===== config.mk =====
export PLATFORM = sky130hd
export DESIGN_NAME = par_scrambler
export DESIGN_NICKNAME = d
export VERILOG_FILES = /design/src/rtl/scr_pkg.sv /design/src/rtl/scr_seed_guard.sv /design/src/rtl/scr_keystream.sv /design/src/rtl/par_scrambler.sv
export SDC_FILE = /design/constraint.sdc
export NUM_CORES = 1
export LEC_CHECK = 0
export BUFFER_PORTS_ARGS = -buffer_cell sky130_fd_sc_hd__buf_2
export CORE_MARGIN = 2
export CORE_UTILIZATION = 35
export DETAILED_ROUTE_END_ITERATION = 10
export GPL_TIMING_DRIVEN = 0
export SYNTH_ARGS = -nofsm -noshare
export SYNTH_HDL_FRONTEND = slang
export SYNTH_HIERARCHICAL = 1
export SYNTH_SLANG_ARGS = --single-unit

===== constraint.sdc =====
create_clock -name clk -period 3.25 [get_ports clk]
set_input_delay 0.4875 -clock clk [delete_from_list [all_inputs] [get_ports clk]]
set_output_delay 0.4875 -clock clk [all_outputs]
set_load 0.005 [all_outputs]

===== src/rtl/scr_pkg.sv =====
package scr_pkg;
    localparam int LFSR_W = 15;
    localparam logic [LFSR_W-1:0] SEED_ALLONES = {LFSR_W{1'b1}};

    // one serial bit time: shift toward bit 0, feedback enters at the top
    function automatic logic [LFSR_W-1:0] lfsr_step(input logic [LFSR_W-1:0] s);
        return {s[1] ^ s[0], s[LFSR_W-1:1]};
    endfunction
endpackage


===== src/rtl/scr_seed_guard.sv =====
module scr_seed_guard
    import scr_pkg::*;
(
    input  logic [LFSR_W-1:0] seed_i,
    output logic [LFSR_W-1:0] seed_o
);
    // a zero state is a fixed point of the register, so swap it out
    assign seed_o = (seed_i == '0) ? SEED_ALLONES : seed_i;
endmodule


===== src/rtl/scr_keystream.sv =====
module scr_keystream
    import scr_pkg::*;
#(
    parameter int DWIDTH = 16
) (
    input  logic [LFSR_W-1:0] state_i,
    output logic [DWIDTH-1:0] key_o,
    output logic [LFSR_W-1:0] next_o
);
    // walk[j] is the register after j serial bit times
    logic [DWIDTH:0][LFSR_W-1:0] walk;

    assign walk[0] = state_i;

    for (genvar g = 0; g < DWIDTH; g++) begin : g_lane
        assign key_o[g]    = walk[g][0];
        assign walk[g + 1] = lfsr_step(walk[g]);
    end

    assign next_o = walk[DWIDTH];
endmodule


===== src/rtl/par_scrambler.sv =====
module par_scrambler
    import scr_pkg::*;
#(
    parameter int DWIDTH = 16
) (
    input  logic                     clk,
    input  logic                     rst_n,
    input  logic [scr_pkg::LFSR_W-1:0] seed_in,
    input  logic [DWIDTH-1:0]        din,
    output logic [DWIDTH-1:0]        dout
);
    if (DWIDTH < LFSR_W) begin : g_width_guard
        $error("par_scrambler: DWIDTH must be at least 15");
    end

    typedef struct packed {
        logic [LFSR_W-1:0] lfsr;
        logic [DWIDTH-1:0] word;
    } scr_state_t;

    scr_state_t        state_d, state_q;
    logic [LFSR_W-1:0] seed_safe;
    logic [DWIDTH-1:0] key;
    logic [LFSR_W-1:0] lfsr_adv;
    logic              rst_low_q;

    scr_seed_guard i_seed (
        .seed_i (seed_in),
        .seed_o (seed_safe)
    );

    scr_keystream #(.DWIDTH(DWIDTH)) i_key (
        .state_i (state_q.lfsr),
        .key_o   (key),
        .next_o  (lfsr_adv)
    );

    always_comb begin
        state_d = state_q;
        if (!rst_n) begin
            state_d.lfsr = seed_safe;
            state_d.word = '0;
        end else begin
            state_d.lfsr = lfsr_adv;
            state_d.word = din ^ key;
        end
    end

    always_ff @(posedge clk) begin
        state_q <= state_d;
    end

    assign dout = state_q.word;

    // an edge that saw reset low leaves the output cleared
    always_ff @(posedge clk) begin
        rst_low_q <= !rst_n;
        if (rst_low_q) begin
            a_r1_zero_in_reset: assert (state_q.word == '0)
                else $error("R1: output not cleared by reset");
        end
    end

    // the first 15 lanes read the stored register bits one for one
    a_r2_lanes_match_state: assert property (@(posedge clk) disable iff (!rst_n)
        key[LFSR_W-1:0] == state_q.lfsr);

    // the register never holds the all-zero lock-up state
    a_r3_state_nonzero: assert property (@(posedge clk) disable iff (!rst_n)
        state_q.lfsr != '0);

    // lane 0 of a word obeys the recurrence over the previous word's lanes
    a_r4_word_continuity: assert property (@(posedge clk) disable iff (!rst_n)
        1'b1 |=> key[0] == $past(key[DWIDTH-15] ^ key[DWIDTH-14]));
endmodule


---- After elaboration in Yosys (flattened, before gate mapping) ----
Cells that the tools add are included.
word-level totals
  output and inout port bits .............. 16
  register bits ........................... 31
  logic and storage cells ................. 22
  bits of input ports ..................... 33
operators by class
  reductions and logical operators ........ 1
  mux-type cells .......................... 2
  bitwise logic cells ..................... 17
operator list
  kind                number
  31-bit 2-to-1 mux   1
  1-bit bitwise XOR   16
  16-bit bitwise XOR  1
  15-bit zero test    1
  15-bit 2-to-1 mux   1

---- Longest topological paths before layout ----
Gate-level depths: netlist of run 1.
  word-level depth ........................ 3
  depth in mapped cells ................... 5
  mapped depth without buffers ............ 3

---- Cells and area by module ----
Netlist of run 1, hierarchy kept.
by module, submodules not included
  module          times used  area an instance (um2)  cells an instance
  par_scrambler   1           1214.9                  97
  scr_seed_guard  1           362.8                   42
  scr_keystream   1           267.8                   31

---- Worst setup path after synthesis of run 1 ----
Ideal clock, no wire load.
  kind .................................... input port to flip-flop
  start ................................... input seed_in[0] in the netlist's numbering
  end ..................................... register state_q[19] in the netlist's numbering
  slack ................................... 1.434 ns
  stages on the path ...................... 5
  data arrival time ....................... 1.758 ns
  data required time ...................... 3.192 ns
  path through ............................ or4_4 -> buf_6 -> buf_12 -> o41ai_2 -> mux2_4
RTL lines
  what                  line                 source
  from (decl)           par_scrambler.sv:8   input logic [scr_pkg::LFSR_W-1:0] seed_in,
  to (signal assigned)  par_scrambler.sv:50  state_q <= state_d;
  to (decl)             par_scrambler.sv:21  scr_state_t state_d, state_q;

==> report_table.html, run 1 <==
<table>
<tr><th>Metric</th><th>Value</th></tr>
<tr><th colspan="2">Floorplanning</th></tr>
<tr><td>Vertical extent of the die</td><td>about 77 um</td></tr>
<tr><td>Effective utilization at floorplan</td><td>approximately 36%</td></tr>
<tr><td>Horizontal extent of the die</td><td>approximately 77 um</td></tr>
<tr><td>Die ar.</td><td>just under 0.006 mm2</td></tr>
<tr><td>Total core area</td><td>around 0.0051 mm2</td></tr>
<tr><td>Count of standard-cell rows</td><td>26</td></tr>
<tr><td>Number of top-level pins</td><td>49</td></tr>
<tr><th colspan="2">STA</th></tr>
<tr><td>Worst clock skew</td><td>~2.2 ps</td></tr>
<tr><td>Unrepaired setup endpoints after global routing</td><td>false</td></tr>
<tr><td>Final number of max-transition violations</td><td>0</td></tr>
<tr><td>Transition time at the pin with the least slew margin</td><td>~640 ps</td></tr>
<tr><td>TNS Setup</td><td>0 ps</td></tr>
<tr><td>Shortest period the worst path allows</td><td>between 1500 and 2000 ps</td></tr>
<tr><td>Number of endpoints with negative hold slack in the final report</td><td>0</td></tr>
<tr><td>F_max</td><td>568 MHz</td></tr>
<tr><td>Relative slew margins</td><td>57.4%</td></tr>
<tr><td>Setup-failing EPs final</td><td>0</td></tr>
<tr><td>Worst hold slack after final layout</td><td>around 520 ps</td></tr>
<tr><td>Tcrit/Tclk final</td><td>54.1%</td></tr>
<tr><th colspan="2">Global routing</th></tr>
<tr><td>GRT overflow</td><td>0</td></tr>
<tr><td>Pin count of the biggest net entering global routing</td><td>11</td></tr>
<tr><td>All-layer global routing usage</td><td>a little over a tenth</td></tr>
<tr><td>Vias in the first global route</td><td>roughly 1,100</td></tr>
<tr><td>Initial antenna violation count</td><td>0</td></tr>
<tr><td>Wire length of the first global-routing pass</td><td>just under 5 mm</td></tr>
<tr><th colspan="2">Cells and area</th></tr>
<tr><td>FILL cells</td><td>between 500 and 600</td></tr>
<tr><td>Area added between synthesis and finish</td><td>23.2%</td></tr>
<tr><td>Share of layout cells above drive strength 1</td><td>53.5%</td></tr>
<tr><td>Post-layout nets</td><td>258</td></tr>
<tr><td>Count of antenna diodes in the layout</td><td>0</td></tr>
<tr><td>Number of standard cells in the layout, taps in and fillers out</td><td>between 200 and 300</td></tr>
<tr><th colspan="2">Synth</th></tr>
<tr><td>Mapped Nets</td><td>between 200 and 250</td></tr>
<tr><td>Largest cells by area after synthesis</td><td>sky130_fd_sc_hd__dfxtp_1 34%, sky130_fd_sc_hd__xor2_1 15%, sky130_fd_sc_hd__buf_4 13%, sky130_fd_sc_hd__o41ai_2 8.8%, sky130_fd_sc_hd__mux2_4 8.1%</td></tr>
<tr><td>Synthesized area per cell</td><td>~11 um2</td></tr>
<tr><td>Top cell type's share of synthesized area</td><td>between 30% and 40%</td></tr>
<tr><td>Cell taking the most area after synthesis</td><td>sky130_fd_sc_hd__dfxtp_1</td></tr>
<tr><td>Total standard cell area after synthesis</td><td>0.00185 mm2</td></tr>
<tr><td>Number of storage elements in the synthesis netlist</td><td>31</td></tr>
<tr><td>Portion of the post-synthesis area used by sequential elements</td><td>around a third</td></tr>
<tr><td>Gate Count Post-Synth</td><td>170</td></tr>
<tr><td>Distinct cells, synth</td><td>19</td></tr>
<tr><td>Warnings, synthesis</td><td>6</td></tr>
<tr><th colspan="2">Critical path</th></tr>
<tr><td>Highest cell delay on the worst timing path</td><td>about 500 ps</td></tr>
<tr><td>Reg2Reg Setup Slack</td><td>2040 ps</td></tr>
<tr><td>Endpoint of the worst register-to-register path</td><td>state_q[29]</td></tr>
<tr><td>Kind of critical path</td><td>in2reg</td></tr>
<tr><td>Worst path bufs/invs</td><td>3</td></tr>
<tr><td>Reg-to-Reg Start</td><td>state_q[16]</td></tr>
<tr><td>Maximum fanout along the worst path</td><td>10</td></tr>
<tr><td>Depth of the worst register-to-register path</td><td>2</td></tr>
<tr><td>Family with the most delay on the worst path</td><td>simple AND/OR/NAND/NOR gates</td></tr>
<tr><td>Required @ worst endpoint</td><td>3480 ps</td></tr>
<tr><td>Critical path arrival</td><td>1990 ps</td></tr>
<tr><td>CP cell instances</td><td>buf_2 &gt; or4_1 &gt; clkbuf_2 &gt; buf_6 &gt; o41ai_2 &gt; mux2_2</td></tr>
<tr><td>CP Capture Type</td><td>register</td></tr>
<tr><td>Startpoint kind of the worst setup timing path</td><td>input pin</td></tr>
<tr><td>Critical-path cell with the highest stage delay</td><td>sky130_fd_sc_hd__or4_1</td></tr>
<tr><th colspan="2">Drt</th></tr>
<tr><td>Total iterations of the first detailed-routing run</td><td>4</td></tr>
<tr><td>Wirelength per Cell</td><td>between 9 and 10 um</td></tr>
<tr><td>Post-route DRC violation count</td><td>0</td></tr>
<tr><td>DRT Wirelength</td><td>around 2.9 mm</td></tr>
<tr><td>Vias</td><td>around 1,200</td></tr>
<tr><td>Number of antenna-violating nets in the routed design</td><td>0</td></tr>
<tr><td>Drt via density</td><td>3.98</td></tr>
<tr><td>Violation count after the first detailed-route iteration</td><td>18</td></tr>
<tr><th colspan="2">Power</th></tr>
<tr><td>Switching share of total power</td><td>between 20 and 30%</td></tr>
<tr><td>Areal power density over the cells</td><td>approximately 780 mW/mm2</td></tr>
<tr><td>Sequential share of power</td><td>about two fifths</td></tr>
<tr><td>Logic pwr share</td><td>between 40 and 50%</td></tr>
<tr><td>Switch Pwr</td><td>approximately 0.5 mW</td></tr>
<tr><td>Portion of total power attributed to the clock network</td><td>a little under a fifth</td></tr>
<tr><td>Internal power</td><td>between 1 and 1.5 mW</td></tr>
<tr><td>Maximum ir drop on the vdd rail</td><td>between 0.2 and 0.25 mV</td></tr>
<tr><td>Leakage power total</td><td>between 1 and 1.5 nW</td></tr>
<tr><th colspan="2">Clock network</th></tr>
<tr><td>Clk root buf</td><td>sky130_fd_sc_hd__clkbuf_8</td></tr>
<tr><td>Number of buffers inserted for hold repair after clock tree synthesis</td><td>0</td></tr>
<tr><td>Buffer depth of the longest clock path</td><td>2</td></tr>
<tr><td>Number of buffers inserted during clock tree synthesis</td><td>5</td></tr>
<tr><td>Clock Sinks</td><td>31</td></tr>
<tr><td>Clk pin slew, worst setup/hold paths</td><td>approximately 60 ps</td></tr>
<tr><td>Worst-skew pair later-pin latency</td><td>~280 ps</td></tr>
<tr><td>TritonCTS clock tree</td><td>yes</td></tr>
<tr><td>Maximum level of the CTS H-tree</td><td>2</td></tr>
<tr><td>Count of instances resized after the clock tree is built</td><td>0</td></tr>
<tr><td>Setup bufs post-CTS</td><td>0</td></tr>
<tr><th colspan="2">Hold path</th></tr>
<tr><td>Hold path endpoint</td><td>state_q[30]</td></tr>
<tr><td>Hold Crit Start</td><td>rst_n</td></tr>
<tr><td>Depth of the worst hold-timing path</td><td>2</td></tr>
<tr><td>Path category of the worst min-delay check</td><td>in2reg</td></tr>
<tr><th colspan="2">Status</th></tr>
<tr><td>Status</td><td>finished, final reports clean</td></tr>
<tr><th colspan="2">Place</th></tr>
<tr><td>Weighted congestion at the end of routability-driven global placement</td><td>roughly 0.71</td></tr>
<tr><td>Port bufs</td><td>48</td></tr>
<tr><td>Number of cells in the design after placement</td><td>288</td></tr>
<tr><th colspan="2">Job</th></tr>
<tr><td>Count of maximum capacitance violations</td><td>0</td></tr>
</table>
## worst max-delay path by stage
stage	startpoint	end	slack (ps)	cells past startpoint
detailed placement	seed_in[5]	state_q[27]	1190	6
global placement	seed_in[5]	state_q[27]	1180	6
CTS	seed_in[5]	state_q[27]	1480	6
floorplan	seed_in[0]	state_q[19]	1430	5
global route	seed_in[5]	state_q[27]	1410	6
finish	seed_in[5]	state_q[27]	1490	6
## sequential cells by signal, summed over array words and instances, names as in the netlist
name	cells
dout	16
state_q	15
## per-layer routing
metal,global-route usage [%],vias up,routed length (um)
li1,-,636,-
met1,14.3,501,1380
met2,15.8,34,1260
met3,3.32,6,143
met4,6.55,0,83
met5,0,-,0
## power by group through the flow
stage / Combinational (mW) / Clock, mW / Sequential (mW)
2_1_floorplan: 0.646 / 0 / 0.662
3_3_place_gp: 0.768 / 0 / 0.693
3_5_place_dp: 0.778 / 0 / 0.692
4_1_cts: 0.782 / 0.338 / 0.685
5_1_grt: 0.856 / 0.354 / 0.705
6_report: 0.772 / 0.326 / 0.679
## final cells by class
type                            instances  area, um2  share of cell area [%]
Tap cell                               70       87.6                    3.85
Clock buffer                            8        100                    4.40
Timing Repair Buffer                   48        240                    10.6
Sequential cell                        31        621                    27.3
Buffer                                 42        328                    14.4
Inverter                               15       56.3                    2.48
Multi-Input combinational cell         82        841                    37.0
## synth_stat cells
cell type                  number
sky130_fd_sc_hd__dfxtp_1       31
sky130_fd_sc_hd__buf_2          2
sky130_fd_sc_hd__mux2_4        10
sky130_fd_sc_hd__or4_1          2
sky130_fd_sc_hd__xor3_1         1
sky130_fd_sc_hd__buf_4         32
sky130_fd_sc_hd__and2_1        16
sky130_fd_sc_hd__buf_12         1
sky130_fd_sc_hd__inv_1         15
sky130_fd_sc_hd__clkbuf_1       1
sky130_fd_sc_hd__mux2_2         5
sky130_fd_sc_hd__xor2_1        31
sky130_fd_sc_hd__o41ai_1        5
sky130_fd_sc_hd__clkbuf_2       1
sky130_fd_sc_hd__buf_6          4
sky130_fd_sc_hd__o41ai_2       10
sky130_fd_sc_hd__buf_1          1
sky130_fd_sc_hd__or3_1          1
sky130_fd_sc_hd__or4_4          1
## cell families after synthesis
kind of cell | Yosys count | synth area share [%]
simple gates | 20 | 7.19
mux | 15 | 11.2
buf+inv | 57 | 20.8
flops | 31 | 33.6
compound gates | 15 | 11.2
xor+xnor | 32 | 16.0
## per-stage QoR
step	setup slack [ps]	total power, mW	util (%)	area (um2)
4_1_cts	1480	1.81	44.5	2270
5_1_grt	1410	1.92	44.5	2270
3_5_place_dp	1190	1.47	42.6	2170
6_report	1490	1.78	44.5	2270
2_1_floorplan	1430	1.31	-	1850
3_3_place_gp	1180	1.46	42.6	2170
## cells in the final DEF (no fill, tap or decap), types with 4 or more instances in the layout
master	n
sky130_fd_sc_hd__and2_1	16
sky130_fd_sc_hd__buf_2	50
sky130_fd_sc_hd__buf_4	32
sky130_fd_sc_hd__buf_6	4
sky130_fd_sc_hd__clkbuf_8	7
sky130_fd_sc_hd__dfxtp_1	31
sky130_fd_sc_hd__inv_1	15
sky130_fd_sc_hd__mux2_2	5
sky130_fd_sc_hd__mux2_4	10
sky130_fd_sc_hd__o41ai_1	5
sky130_fd_sc_hd__o41ai_2	10
sky130_fd_sc_hd__xor2_1	31
No activity file was read; power rests on OpenSTA's default activity.
==> inputs of run 2 (changes only) <==
- clock period: 3.25 -> 1.5 ns (I/O delays scaled with it)
==> run 2 against run 1 <==
  * Count of clock-buffer cells in the layout fell by 2
  * Non-clock buffer count is the same
  * Combinational power grew 120%
  * Total power up 110%
  * Routed wire length is 4.9% higher
  * Hold slack worse by 250 ps
  * Register-to-register slack worse by 1800 ps
  * First-iteration DRC count fell by 50%
  * Sequential cell count did not move
  * Highest routed layer unchanged
==> report_table.html, run 2 (synthesis gave the netlist of run 1 again) <==
<table>
<tr><th>Metric</th><th>Value</th></tr>
<tr><th colspan="2">STA</th></tr>
<tr><td>Tcrit/Tclk final</td><td>~100%</td></tr>
<tr><td>Relative slew margins</td><td>72.4% (+15 points)</td></tr>
<tr><td>F_max</td><td>670 MHz</td></tr>
<tr><td>Worst clock skew</td><td>3.85 ps (+1.63 ps)</td></tr>
<tr><td>Number of endpoints with negative hold slack in the final report</td><td>0 (unchanged)</td></tr>
<tr><td>Setup-failing EPs final</td><td>0 (unchanged)</td></tr>
<tr><td>Worst hold slack after final layout</td><td>266 ps (-254 ps)</td></tr>
<tr><td>Transition time at the pin with the least slew margin</td><td>414 ps (-225 ps)</td></tr>
<tr><td>Unrepaired setup endpoints after global routing</td><td>true</td></tr>
<tr><td>Shortest period the worst path allows</td><td>roughly 1500 ps</td></tr>
<tr><td>Final number of max-transition violations</td><td>0 (unchanged)</td></tr>
<tr><th colspan="2">Cells and area</th></tr>
<tr><td>FILL cells</td><td>514 (-2.1%)</td></tr>
<tr><td>Area of the multi-input gates</td><td>912 um2 (+8.5%)</td></tr>
<tr><td>Count of antenna diodes in the layout</td><td>0 (unchanged)</td></tr>
<tr><td>Share of layout cells above drive strength 1</td><td>54.5% (+0.92 points)</td></tr>
<tr><td>Number of flip-flops under the largest register name</td><td>16 (unchanged)</td></tr>
<tr><td>Top library cells by usage in the layout, fill and taps aside</td><td>50 x sky130_fd_sc_hd__buf_2, 31 x sky130_fd_sc_hd__xor2_1, 31 x sky130_fd_sc_hd__buf_4, 31 x sky130_fd_sc_hd__dfxtp_1, 16 x sky130_fd_sc_hd__and2_1</td></tr>
<tr><td>Fin area</td><td>0.00234 mm2 (+2.8%)</td></tr>
<tr><td>Sequential cell area</td><td>621 um2 (unchanged)</td></tr>
<tr><td>Post-layout nets</td><td>258 (unchanged)</td></tr>
<tr><td>Most common library cell in the layout ignoring fill and taps</td><td>sky130_fd_sc_hd__buf_2</td></tr>
<tr><td>Area added between synthesis and finish</td><td>26.6%</td></tr>
<tr><th colspan="2">Global routing</th></tr>
<tr><td>Initial antenna violation count</td><td>0 (unchanged)</td></tr>
<tr><td>All-layer global routing usage</td><td>11.1% (+0.13 points)</td></tr>
<tr><td>Wire length of the first global-routing pass</td><td>5.02 mm (+1.4%)</td></tr>
<tr><td>Vias in the first global route</td><td>1,149 (+5.6%)</td></tr>
<tr><td>Pin count of the biggest net entering global routing</td><td>11 (unchanged)</td></tr>
<tr><td>GRT overflow</td><td>0 (unchanged)</td></tr>
<tr><th colspan="2">Critical path</th></tr>
<tr><td>Required @ worst endpoint</td><td>1720 ps (-1760 ps)</td></tr>
<tr><td>Critical-path cell with the highest stage delay</td><td>sky130_fd_sc_hd__or4_4</td></tr>
<tr><td>Kind of critical path</td><td>in2reg</td></tr>
<tr><td>Start point of the critical path</td><td>seed_in[0]</td></tr>
<tr><td>CP Capture Type</td><td>register</td></tr>
<tr><td>Reg-to-Reg Start</td><td>state_q[16]</td></tr>
<tr><td>Startpoint kind of the worst setup timing path</td><td>input pin</td></tr>
<tr><td>Worst path bufs/invs</td><td>3 (unchanged)</td></tr>
<tr><td>Highest cell delay on the worst timing path</td><td>520 ps (+20 ps)</td></tr>
<tr><td>CP cell instances</td><td>buf_2 &gt; or4_4 &gt; buf_6 &gt; buf_12 &gt; o41ai_4 &gt; mux2_2</td></tr>
<tr><td>Family with the most delay on the worst path</td><td>simple AND/OR/NAND/NOR gates</td></tr>
<tr><td>Critical path arrival</td><td>1710 ps (-280 ps)</td></tr>
<tr><td>Maximum fanout along the worst path</td><td>10 (unchanged)</td></tr>
<tr><th colspan="2">Floorplanning</th></tr>
<tr><td>Horizontal extent of the die</td><td>76.6 um (unchanged)</td></tr>
<tr><td>Count of standard-cell rows</td><td>26 (unchanged)</td></tr>
<tr><td>Number of top-level pins</td><td>49 (unchanged)</td></tr>
<tr><td>Die ar.</td><td>0.00587 mm2 (unchanged)</td></tr>
<tr><td>Vertical extent of the die</td><td>76.6 um (unchanged)</td></tr>
<tr><td>Effective utilization at floorplan</td><td>36.1% (unchanged)</td></tr>
<tr><td>Total core area</td><td>0.00511 mm2 (unchanged)</td></tr>
<tr><th colspan="2">Drt</th></tr>
<tr><td>DRT Wirelength</td><td>3.01 mm (+4.9%)</td></tr>
<tr><td>Vias</td><td>1,182 (+0.42%)</td></tr>
<tr><td>Number of antenna-violating nets in the routed design</td><td>0 (unchanged)</td></tr>
<tr><td>Drt via density</td><td>4.02 (+1.1%)</td></tr>
<tr><td>Post-route DRC violation count</td><td>0 (unchanged)</td></tr>
<tr><td>Total iterations of the first detailed-routing run</td><td>2 (-2)</td></tr>
<tr><td>Violation count after the first detailed-route iteration</td><td>9 (-9)</td></tr>
<tr><td>Wirelength per Cell</td><td>10.2 um (+5.6%)</td></tr>
<tr><th colspan="2">Clock network</th></tr>
<tr><td>Number of buffers inserted for hold repair after clock tree synthesis</td><td>0 (unchanged)</td></tr>
<tr><td>Clk pin slew, worst setup/hold paths</td><td>60 ps (about the same)</td></tr>
<tr><td>Maximum level of the CTS H-tree</td><td>2 (unchanged)</td></tr>
<tr><td>Clock Sinks</td><td>31 (unchanged)</td></tr>
<tr><td>Setup bufs post-CTS</td><td>0 (unchanged)</td></tr>
<tr><td>Worst-skew pair later-pin latency</td><td>270 ps (about the same)</td></tr>
<tr><td>Buffer depth of the longest clock path</td><td>2 (unchanged)</td></tr>
<tr><td>Number of buffers inserted during clock tree synthesis</td><td>5 (unchanged)</td></tr>
<tr><td>TritonCTS clock tree</td><td>yes</td></tr>
<tr><td>Clk root buf</td><td>sky130_fd_sc_hd__clkbuf_8</td></tr>
<tr><th colspan="2">Power</th></tr>
<tr><td>Maximum ir drop on the vdd rail</td><td>0.454 mV (+100%)</td></tr>
<tr><td>Areal power density over the cells</td><td>1610 mW/mm2 (+110%)</td></tr>
<tr><td>Leakage power total</td><td>1.23 nW (+7.0%)</td></tr>
<tr><th colspan="2">Job</th></tr>
<tr><td>Count of maximum capacitance violations</td><td>0 (unchanged)</td></tr>
<tr><th colspan="2">Hold path</th></tr>
<tr><td>Path category of the worst min-delay check</td><td>in2reg</td></tr>
<tr><td>Hold Crit Start</td><td>din[15]</td></tr>
<tr><th colspan="2">Place</th></tr>
<tr><td>Port bufs</td><td>48 (unchanged)</td></tr>
<tr><td>Post-detailed-placement cell area</td><td>0.00217 mm2 (unchanged)</td></tr>
<tr><td>Detailed placement HPWL</td><td>between 2 and 2.5 mm</td></tr>
<tr><td>Weighted congestion at the end of routability-driven global placement</td><td>0.703 (-0.90%)</td></tr>
<tr><th colspan="2">Status</th></tr>
<tr><td>Status</td><td>finished, final reports clean</td></tr>
</table>
run 2: worst reg2reg max path, delay by kind of cell, from the launching register on:
family	cells	cell delay [ps]
flip-flops	1	400
multiplexers	1	270
XOR/XNOR	1	430
run 2: repair_timing:
item                       CTS  global route
pin swaps                    0             1
resized for setup            0            15
hold endpoints to repair     0             0
setup endpoints to repair    2             9
run 2: final timing paths:
kind | end | slack (ps) | cells after the start
max | state_q[28] | 7 | 6
min | dout[15] | 270 | 3
max reg2reg | state_q[29] | 290 | 2
min reg2reg | state_q[28] | 630 | 2
run 2: area by class of cell:
cell class / count / share of cell area (%)
sequential: 31 / 26.6
multi-input combinational: 82 / 39.0
buffer: 42 / 14.9
timing repair buffer: 48 / 10.3
clock buffer: 6 / 3.10
tap: 70 / 3.75
inverter: 15 / 2.41
run 2: report_power, final:
group	switching [mW]	internal [mW]
registers	0.283	1.19
logic	0.503	1.21
clock network	0.269	0.308
total	1.06	2.71
run 2: per-stage QoR:
step | total power [mW] | setup slack (ps) | util [%] | instances | TNS, ps
2_1_floorplan | 2.83 | -53.7 | - | 170 | -515
3_3_place_gp | 3.17 | -307 | 42.6 | 288 | -3340
3_5_place_dp | 3.19 | -314 | 42.6 | 288 | -3540
4_1_cts | 3.79 | -23.5 | 44.0 | 294 | -43.4
5_1_grt | 4.07 | -14.5 | 45.8 | 294 | -25.3
6_report | 3.76 | 7.39 | 45.8 | 294 | 0
run 2: routing by layer:
metal	global-route usage, %	vias up	routed length [um]
met4	5.45	0	65
li1	-	632	-
met1	13.6	510	1400
met3	4.15	7	164
met2	17.1	33	1380
met5	0	-	0
